<file path="src/rtl/bpar_pkg.sv">
package bpar_pkg;

    localparam int BYTE_W = 8;

    typedef enum logic {
        PAR_EVEN = 1'b0,
        PAR_ODD  = 1'b1
    } par_pol_e;

    typedef struct packed {
        logic     en;
        par_pol_e pol;
        logic     wr;
    } bank_attr_t;

    // parity bit that gives a byte plus its parity the chosen polarity
    function automatic logic lane_par(input logic [BYTE_W-1:0] b, input par_pol_e pol);
        return (^b) ^ (pol == PAR_ODD);
    endfunction

endpackage

</file>
<file path="src/rtl/bpar_gen.sv">
module bpar_gen
    import bpar_pkg::*;
#(
    parameter int DATA_W = 32,
    parameter int LANES  = DATA_W / BYTE_W
) (
    input  logic              clk,
    input  logic              rst,
    input  bank_attr_t        attr,
    input  logic [DATA_W-1:0] data,
    output logic [LANES-1:0]  par
);

    logic active;
    assign active = attr.en && attr.wr;

    for (genvar i = 0; i < LANES; i++) begin : g_lane
        logic [BYTE_W-1:0] lane_byte;
        assign lane_byte = data[DATA_W-1-i*BYTE_W -: BYTE_W];
        assign par[i]    = active ? lane_par(lane_byte, attr.pol) : 1'b0;


        gen_parity_chk: assert property (@(posedge clk) disable iff (rst)
            active |-> ((^{lane_byte, par[i]}) == (attr.pol == PAR_ODD)));
    end

endmodule

</file>
<file path="src/rtl/bpar_chk.sv">
module bpar_chk
    import bpar_pkg::*;
#(
    parameter int DATA_W = 32,
    parameter int LANES  = DATA_W / BYTE_W
) (
    input  bank_attr_t        attr,
    input  logic              valid,
    input  logic [LANES-1:0]  lane_en,
    input  logic [DATA_W-1:0] data,
    input  logic [LANES-1:0]  par_in,
    output logic              fire
);

    logic             check_on;
    logic [LANES-1:0] lane_bad;

    assign check_on = valid && attr.en && !attr.wr;

    for (genvar i = 0; i < LANES; i++) begin : g_lane
        logic expect_bit;
        assign expect_bit  = lane_par(data[DATA_W-1-i*BYTE_W -: BYTE_W], attr.pol);
        assign lane_bad[i] = check_on && lane_en[i] && (expect_bit != par_in[i]);
    end

    assign fire = |lane_bad;

endmodule

</file>
<file path="src/rtl/bpar_status.sv">
module bpar_status #(
    parameter int N_BANKS = 8,
    parameter int BANK_W  = $clog2(N_BANKS)
) (
    input  logic               clk,
    input  logic               rst,
    input  logic               fire,
    input  logic [BANK_W-1:0]  bank,
    input  logic               clr_wr,
    input  logic [N_BANKS-1:0] clr_mask,
    output logic [N_BANKS-1:0] flags,
    output logic               irq,
    output logic               tea
);

    logic [N_BANKS-1:0] set_vec;
    logic [N_BANKS-1:0] clr_vec;

    always_comb begin
        set_vec = '0;
        if (fire) set_vec[bank] = 1'b1;
        clr_vec = clr_wr ? clr_mask : '0;
    end

    always_ff @(posedge clk) begin
        if (rst) begin
            flags <= '0;
            tea   <= 1'b0;
        end else begin
            flags <= (flags & ~clr_vec) | set_vec;
            tea   <= fire;
        end
    end

    assign irq = |flags;


    flag_rise_chk: assert property (@(posedge clk) disable iff (rst)
        ((flags & ~$past(flags)) != '0) |-> $past(fire));


    clear_takes_chk: assert property (@(posedge clk) disable iff (rst)
        (flags & $past(clr_vec & ~set_vec)) == '0);


    set_wins_chk: assert property (@(posedge clk) disable iff (rst)
        fire |=> flags[$past(bank)]);

endmodule

</file>
<file path="src/rtl/byte_parity_unit.sv">
module byte_parity_unit
    import bpar_pkg::*;
#(
    parameter int DATA_W  = 32,
    parameter int N_BANKS = 8,
    parameter int LANES   = DATA_W / BYTE_W,
    parameter int BANK_W  = $clog2(N_BANKS)
) (
    input  logic               clk,
    input  logic               rst,
    input  logic               xfer_valid,
    input  logic               xfer_write,
    input  logic [BANK_W-1:0]  bank_id,
    input  logic               bank_par_en,
    input  logic               bank_par_odd,
    input  logic [LANES-1:0]   lane_en,
    input  logic [DATA_W-1:0]  data_word,
    input  logic [LANES-1:0]   par_in,
    output logic [LANES-1:0]   par_out,
    input  logic               clr_wr,
    input  logic [N_BANKS-1:0] clr_mask,
    output logic [N_BANKS-1:0] err_flags,
    output logic               irq,
    output logic               tea_pulse
);

    bank_attr_t attr;
    logic       fire;

    always_comb begin
        attr.en  = bank_par_en;
        attr.pol = par_pol_e'(bank_par_odd);
        attr.wr  = xfer_write;
    end

    bpar_gen #(.DATA_W(DATA_W), .LANES(LANES)) u_gen (
        .clk  (clk),
        .rst  (rst),
        .attr (attr),
        .data (data_word),
        .par  (par_out)
    );

    bpar_chk #(.DATA_W(DATA_W), .LANES(LANES)) u_chk (
        .attr    (attr),
        .valid   (xfer_valid),
        .lane_en (lane_en),
        .data    (data_word),
        .par_in  (par_in),
        .fire    (fire)
    );

    bpar_status #(.N_BANKS(N_BANKS), .BANK_W(BANK_W)) u_status (
        .clk      (clk),
        .rst      (rst),
        .fire     (fire),
        .bank     (bank_id),
        .clr_wr   (clr_wr),
        .clr_mask (clr_mask),
        .flags    (err_flags),
        .irq      (irq),
        .tea      (tea_pulse)
    );


    no_tea_on_write_chk: assert property (@(posedge clk) disable iff (rst)
        (xfer_valid && xfer_write) |=> !tea_pulse);


    no_tea_no_lanes_chk: assert property (@(posedge clk) disable iff (rst)
        (xfer_valid && lane_en == '0) |=> !tea_pulse);


    tea_has_flag_chk: assert property (@(posedge clk) disable iff (rst)
        tea_pulse |-> (err_flags[$past(bank_id)] && irq));


    gen_quiet_chk: assert property (@(posedge clk) disable iff (rst)
        !(bank_par_en && xfer_write) |-> (par_out == '0));

endmodule

</file>
<file path="config.mk">
export PLATFORM = sky130hd
export DESIGN_NAME = byte_parity_unit
export DESIGN_NICKNAME = d
export VERILOG_FILES = /design/src/rtl/bpar_pkg.sv /design/src/rtl/bpar_gen.sv /design/src/rtl/bpar_chk.sv /design/src/rtl/bpar_status.sv /design/src/rtl/byte_parity_unit.sv
export SDC_FILE = /design/constraint.sdc
export NUM_CORES = 1
export LEC_CHECK = 0
export ABC_CLOCK_PERIOD_IN_PS = 3000
export BUFFER_PORTS_ARGS = -buffer_cell sky130_fd_sc_hd__buf_2
export CORE_MARGIN = 2
export CORE_UTILIZATION = 41
export CTS_CLUSTER_DIAMETER = 100
export CTS_CLUSTER_SIZE = 24
export DETAILED_ROUTE_END_ITERATION = 10
export GPL_TIMING_DRIVEN = 0
export PLACE_DENSITY = 0.86
export RECOVER_POWER = 50
export SLEW_MARGIN = 20
export SYNTH_ARGS = -nofsm -noshare
export SYNTH_HDL_FRONTEND = slang
export SYNTH_SLANG_ARGS = --single-unit
</file>
<file path="constraint.sdc">
create_clock -name clk -period 3 [get_ports clk]
set_clock_uncertainty 0.05 [all_clocks]
set_input_delay 0.15 -clock clk [delete_from_list [all_inputs] [get_ports clk]]
set_output_delay 0.15 -clock clk [all_outputs]
set_load 0.1 [all_outputs]
</file>
==> results of run 1 <==
## power groups by stage
stage / clock (W) / combinational (W) / sequential, W
6_report: 0.0000946 / 0.000312 / 0.000125
3_3_place_gp: 0 / 0.000306 / 0.000128
4_1_cts: 0.0000937 / 0.000316 / 0.000125
2_1_floorplan: 0 / 0.000216 / 0.000154
3_5_place_dp: 0 / 0.000314 / 0.000128
5_1_grt: 0.000100 / 0.000330 / 0.000126
## kinds of logic (layout without fill, tap and decap cells)
| group | count (synthesis) | after routing | share of synthesized area, % |
|---|---|---|---|
| buffers and inverters | 4 | 77 | 1.92 |
| DFF | 9 | 9 | 21.3 |
| xor gates and xnor gates | 30 | 30 | 41.1 |
| AOI/OAI and AO/OA | 12 | 12 | 11.1 |
| and+or+nand+nor | 41 | 41 | 24.6 |
## synth_stat cells
cell,count
and2_1,1
o22ai_1,2
xor3_1,2
a32o_2,1
nor3b_1,1
inv_1,1
xor2_1,8
nand2_1,18
nor3_1,1
o21ai_1,4
buf_1,1
dfxtp_1,9
a211oi_4,1
xnor2_1,16
nand3b_1,11
nor2_1,7
clkbuf_2,1
xnor3_1,4
nor4_1,2
clkbuf_1,1
o31ai_1,4
## per-layer routing
layer / share of wire, % / up-vias / track usage (%)
met4: 2.0 / 0 / 9.26
li1: - / 473 / -
met3: 13 / 7 / 5.52
met5: 0 / - / 0
met1: 33 / 426 / 18.3
met2: 52 / 61 / 40.5
## state kept, by name, indices dropped and copies added (netlist names)
signal	cells
u_status.flags	8
u_status.tea	1
## how the worst max path moves through the flow
stage | startpoint | end | slack, ns | cells after the start
floorplan | data_word[10] | par_out[2] | 0.68 | 4
global placement | data_word[28] | u_status.flags[3] | 0.99 | 7
detailed placement | data_word[28] | u_status.flags[4] | 0.94 | 7
CTS | data_word[19] | u_status.flags[2] | 1.19 | 7
global route | data_word[19] | par_out[1] | 0.76 | 6
finish | data_word[19] | par_out[1] | 0.80 | 6
## layout make-up
type                            count  area [um^2]  area share (%)
Buffer                              3         12.5            1.01
Tap cell                           27         33.8            2.73
Sequential cell                     9          180            14.6
Clock buffer                        4         26.3            2.12
Inverter                            1         3.75           0.303
Multi-Input combinational cell     83          649            52.5
Timing Repair Buffer               69          332            26.8
## stage by stage
stage               total power, W  cells  utilization, %
floorplan                 0.000369     96               -
global placement          0.000434    192            62.4
detailed placement        0.000442    192            62.4
CTS                       0.000535    196            63.8
global route              0.000556    196            63.1
finish                    0.000532    196            63.1
==> reports/results.ini, run 1 <==
[critical_path]
cp.required_ns = 2.80
worstReg2RegEnd = u_status.flags[1]
timing.critical_path.buf_inv = 2
crit_arrival_ns = 2.00
critPathKind = input pin to output pin
path_delay_family = buffers and inverters
crit_path_start_kind = input pin
critical_path_peak_fanout = 3
reg2regPathDepth = 2
cpMaxStageDelayCell = clkbuf_1
end_kind = output pin
cpPeakStageDelay_ns = 0.87
worstPathCellList = buf_2 > xor2_1 > xnor3_1 > xnor2_1 > nor2_1 > clkbuf_1
r2r_slack_ns = 2.32
r2r_start = u_status.flags[1]

[yosys]
yosysSeqAreaShare_pct = 21.3
yosysTopAreaCellShare_pct = 21.3
ys_ff_latch = 9
synth.distinct_cells = 21
yosysWarnings = 0
synth.avg_cell_area_um2 = 8.81
yosysTopAreaCell = dfxtp_1
syn_inst = 96
synth_top_cells_by_area = dfxtp_1, xnor2_1, xnor3_1
synth_area_um2 = 846
syn_nets = 154

[hold_path]
worstHoldStart = bank_id[2]
min_to = u_status.flags[3]
hp-class = input pin to register
whs_path_depth = 2

[pwr]
p_clk_share_pct = 17.8
p_comb_share_pct = 58.7
sw_frac_of_total_pct = 44.2
intPower_w = 0.000297
p_seq_share_pct = 23.6
switchingPower_w = 0.000235
leakage_nw = 0.598
power.density_nw_per_um2 = 430
ir_worst_vdd_mv = 0.242

[timing]
whs_ns = 0.0980
worst_pin_slew_ns = 1.17
maxSlewViolCount = 0
fin_crit_sh_pct = 73.3
period_minus_slack_ns = 2.20
fmax_mhz = 455
hold_viol = 0
relSlewSlack_pct = 22.4
setup_ws_ns = 0.800
tns_ns = 0
rsz0062_at_grt = no
setup_viol = 0

[clock_network]
cts_num_sinks = 9
cts_tree = built
numCtsBuffers = 3
cts_hold_buf = 0
root_buffer = clkbuf_4
post_cts_buffers = 0
cts-resized-gates = 0
htree_levels = 1
clockBufferDepth = 2
path_clk_slew_ns = 0.06
clk_latency_ns = 0.26

[routing]
post_drt_wl_per_cell_um = 12.3
drt-initial-drc-count = 12
drtAntennaViolNets = 0
wl_um = 2420
dr.pass1.iters = 4
via_per_inst = 4.93
drc = 0
vias = 967

[place]
place_area_um2 = 1220
place_congestion = 0.813
dp_hpwl_um = 2060
port_buffers = 69
pre_cts_ws_ns = 0.935

[die]
rows = 16
io_pins = 72
die_w_um = 49.4
die_h_um = 49.4
die_area_um2 = 2440
core_area_um2 = 1960
start_util_pct = 43.1

[run]
maxCapViolations = 0

[global_route]
grt_max_degree = 11
antenna_found_initial = 0
grt_pass1_vias = 972
grt_usage_pct = 20.2
grt_pass1_wl_um = 3910
grt-ovfl-total = 0

[status]
status = complete, no violations

[finish]
area_growth_pct = 46.3
diodes = 0
final_net_count = 228
layout-drive-gt1-share_pct = 37.9
final_area_um2 = 1240
layout_commonest_cell = buf_2
nFillCells = 183
final_cell_mix = buf_2, nand2_1, xnor2_1

No activity file was read; power rests on OpenSTA's default activity.
==> inputs of run 2 (changes only) <==
--- a/config.mk
+++ b/config.mk
@@ -5,15 +5,15 @@
 export SDC_FILE = /design/constraint.sdc
 export NUM_CORES = 1
 export LEC_CHECK = 0
-export ABC_CLOCK_PERIOD_IN_PS = 3000
+export ABC_CLOCK_PERIOD_IN_PS = 1900
 export BUFFER_PORTS_ARGS = -buffer_cell sky130_fd_sc_hd__buf_2
 export CORE_MARGIN = 2
-export CORE_UTILIZATION = 41
+export CORE_UTILIZATION = 34
 export CTS_CLUSTER_DIAMETER = 100
 export CTS_CLUSTER_SIZE = 24
 export DETAILED_ROUTE_END_ITERATION = 10
 export GPL_TIMING_DRIVEN = 0
-export PLACE_DENSITY = 0.86
+export PLACE_DENSITY = 0.77
 export RECOVER_POWER = 50
 export SLEW_MARGIN = 20
 export SYNTH_ARGS = -nofsm -noshare
==> constraint.sdc (replaced) <==
create_clock -name clk -period 1.9 [get_ports clk]
set_clock_uncertainty 0.05 [all_clocks]
set_input_delay 0.095 -clock clk [delete_from_list [all_inputs] [get_ports clk]]
set_output_delay 0.095 -clock clk [all_outputs]
set_load 0.1 [all_outputs]
==> reports/results.ini, run 2 (same netlist as run 1, synthesis figures left out) <==
[place]
port_buffers = 69
dp.cells = 195
dp_hpwl_um = 1930
place_area_um2 = 1240
place_congestion = 0.839

[critical_path]
cpPeakStageDelay_ns = 0.45
critical_path_peak_fanout = 9
cp.required_ns = 1.99
worstPathCellList = buf_2 > xor2_1 > xnor3_1 > xnor2_1 > a32o_2 > a211oi_4 > o31ai_1
cpMaxStageDelayCell = a211oi_4
critPathKind = input pin to register
end_kind = register
crit_path_start_kind = input pin
crit_arrival_ns = 1.83

[pwr]
leakage_nw = 0.631
ir_worst_vdd_mv = 0.513
power.density_nw_per_um2 = 671
power.total_w = 0.000850

[clock_network]
cts-resized-gates = 0
post_cts_buffers = 0
numCtsBuffers = 3
cts_tree = built
clk_latency_ns = 0.26
cts_hold_buf = 0
htree_levels = 1
cts_num_sinks = 9
path_clk_slew_ns = 0.06
clockBufferDepth = 2
root_buffer = clkbuf_4

[finish]
final_area_um2 = 1270
final_net_count = 228
reg.largest.list = u_status.flags (8), u_status.tea (1)
layout.cells.non_filler = 199
max_flop_register = u_status.flags
diodes = 0
area_growth_pct = 49.7
layout_commonest_cell = buf_2
largest_reg_flops = 8
seqCellArea_um2 = 180
final_cell_mix = buf_2, nand2_1, xnor2_1
multiInputGateArea_um2 = 662
layout-drive-gt1-share_pct = 46.7
nFillCells = 237

[run]
maxCapViolations = 0

[routing]
post_drt_wl_per_cell_um = 11.5
via_per_inst = 4.81
vias = 958
drtAntennaViolNets = 0
drc = 0
wl_um = 2290
drt-initial-drc-count = 10
dr.pass1.iters = 4

[timing]
maxSlewViolCount = 0
setup_viol = 0
hold_viol = 0
fmax_mhz = 573
relSlewSlack_pct = 23.0
whs_ns = 0.0453
period_minus_slack_ns = 1.75
worst_pin_slew_ns = 1.16
rsz0062_at_grt = no
fin_crit_sh_pct = 91.9

[global_route]
grt_pass1_wl_um = 3190
grt_pass1_vias = 836
grt_usage_pct = 15.5
grt_max_degree = 11
grt-ovfl-total = 0
antenna_found_initial = 0

[die]
start_util_pct = 35.1
die_h_um = 53.9
io_pins = 72
core_area_um2 = 2410
rows = 18
die_area_um2 = 2900
die_w_um = 53.9

[status]
status = complete, no violations

[hold_path]
hp-class = input pin to register

-- run 2: cell types whose count changed in the layout (fill, tap and decap cells not counted) --
cell      delta
nor2_1       -4
nand2_1      -1
clkbuf_2    +10
nor2_2       +4
nand2_2      +1
clkbuf_1    -10
-- run 2: worst paths after layout --
kind,start,end,slack (ns),depth (start not counted)
hold / removal,bank_id[2],u_status.flags[3],0.05,2
hold reg to reg,u_status.flags[1],u_status.flags[1],0.46,2
setup / recovery,data_word[19],u_status.flags[2],0.15,7
setup reg to reg,u_status.flags[2],u_status.flags[2],1.21,2
-- run 2: critical path: cells and delay by family --
kind	cells	cell delay (ns)
buffers and inverters	1	0.10
AO/OA/AOI/OAI	3	0.86
XOR/XNOR	3	0.77
-- run 2: layout make-up --
class | instances | share of cell area (%)
plain buffers | 3 | 0.988
multi-input cells | 83 | 52.3
flip-flops and latches | 9 | 14.2
well taps | 30 | 2.96
repair buffers | 69 | 27.2
inverters | 1 | 0.296
clock buffers | 4 | 2.08
-- run 2: routing by layer --
metal,part of all wire [%],global-route usage (%)
met2,46,28.5
met1,37,14.5
met5,0,0
met4,1.4,9.40
met3,16,5.56
-- run 2: where the power goes --
part | leakage, nW | switching [W] | internal (W) | total, W
clock network | 0.0150 | 0.0000687 | 0.0000811 | 0.000150
logic | 0.543 | 0.000303 | 0.000198 | 0.000502
registers | 0.0727 | 0.00000403 | 0.000194 | 0.000198
-- run 2: metrics by stage --
step	TNS, ns	setup WS, ns	util (%)
floorplan	0	0.139	-
global placement	-0.655	-0.0853	51.5
detailed placement	-1.46	-0.184	51.5
CTS	0	0.0925	52.6
global route	0	0.0301	52.5
finish	0	0.154	52.5
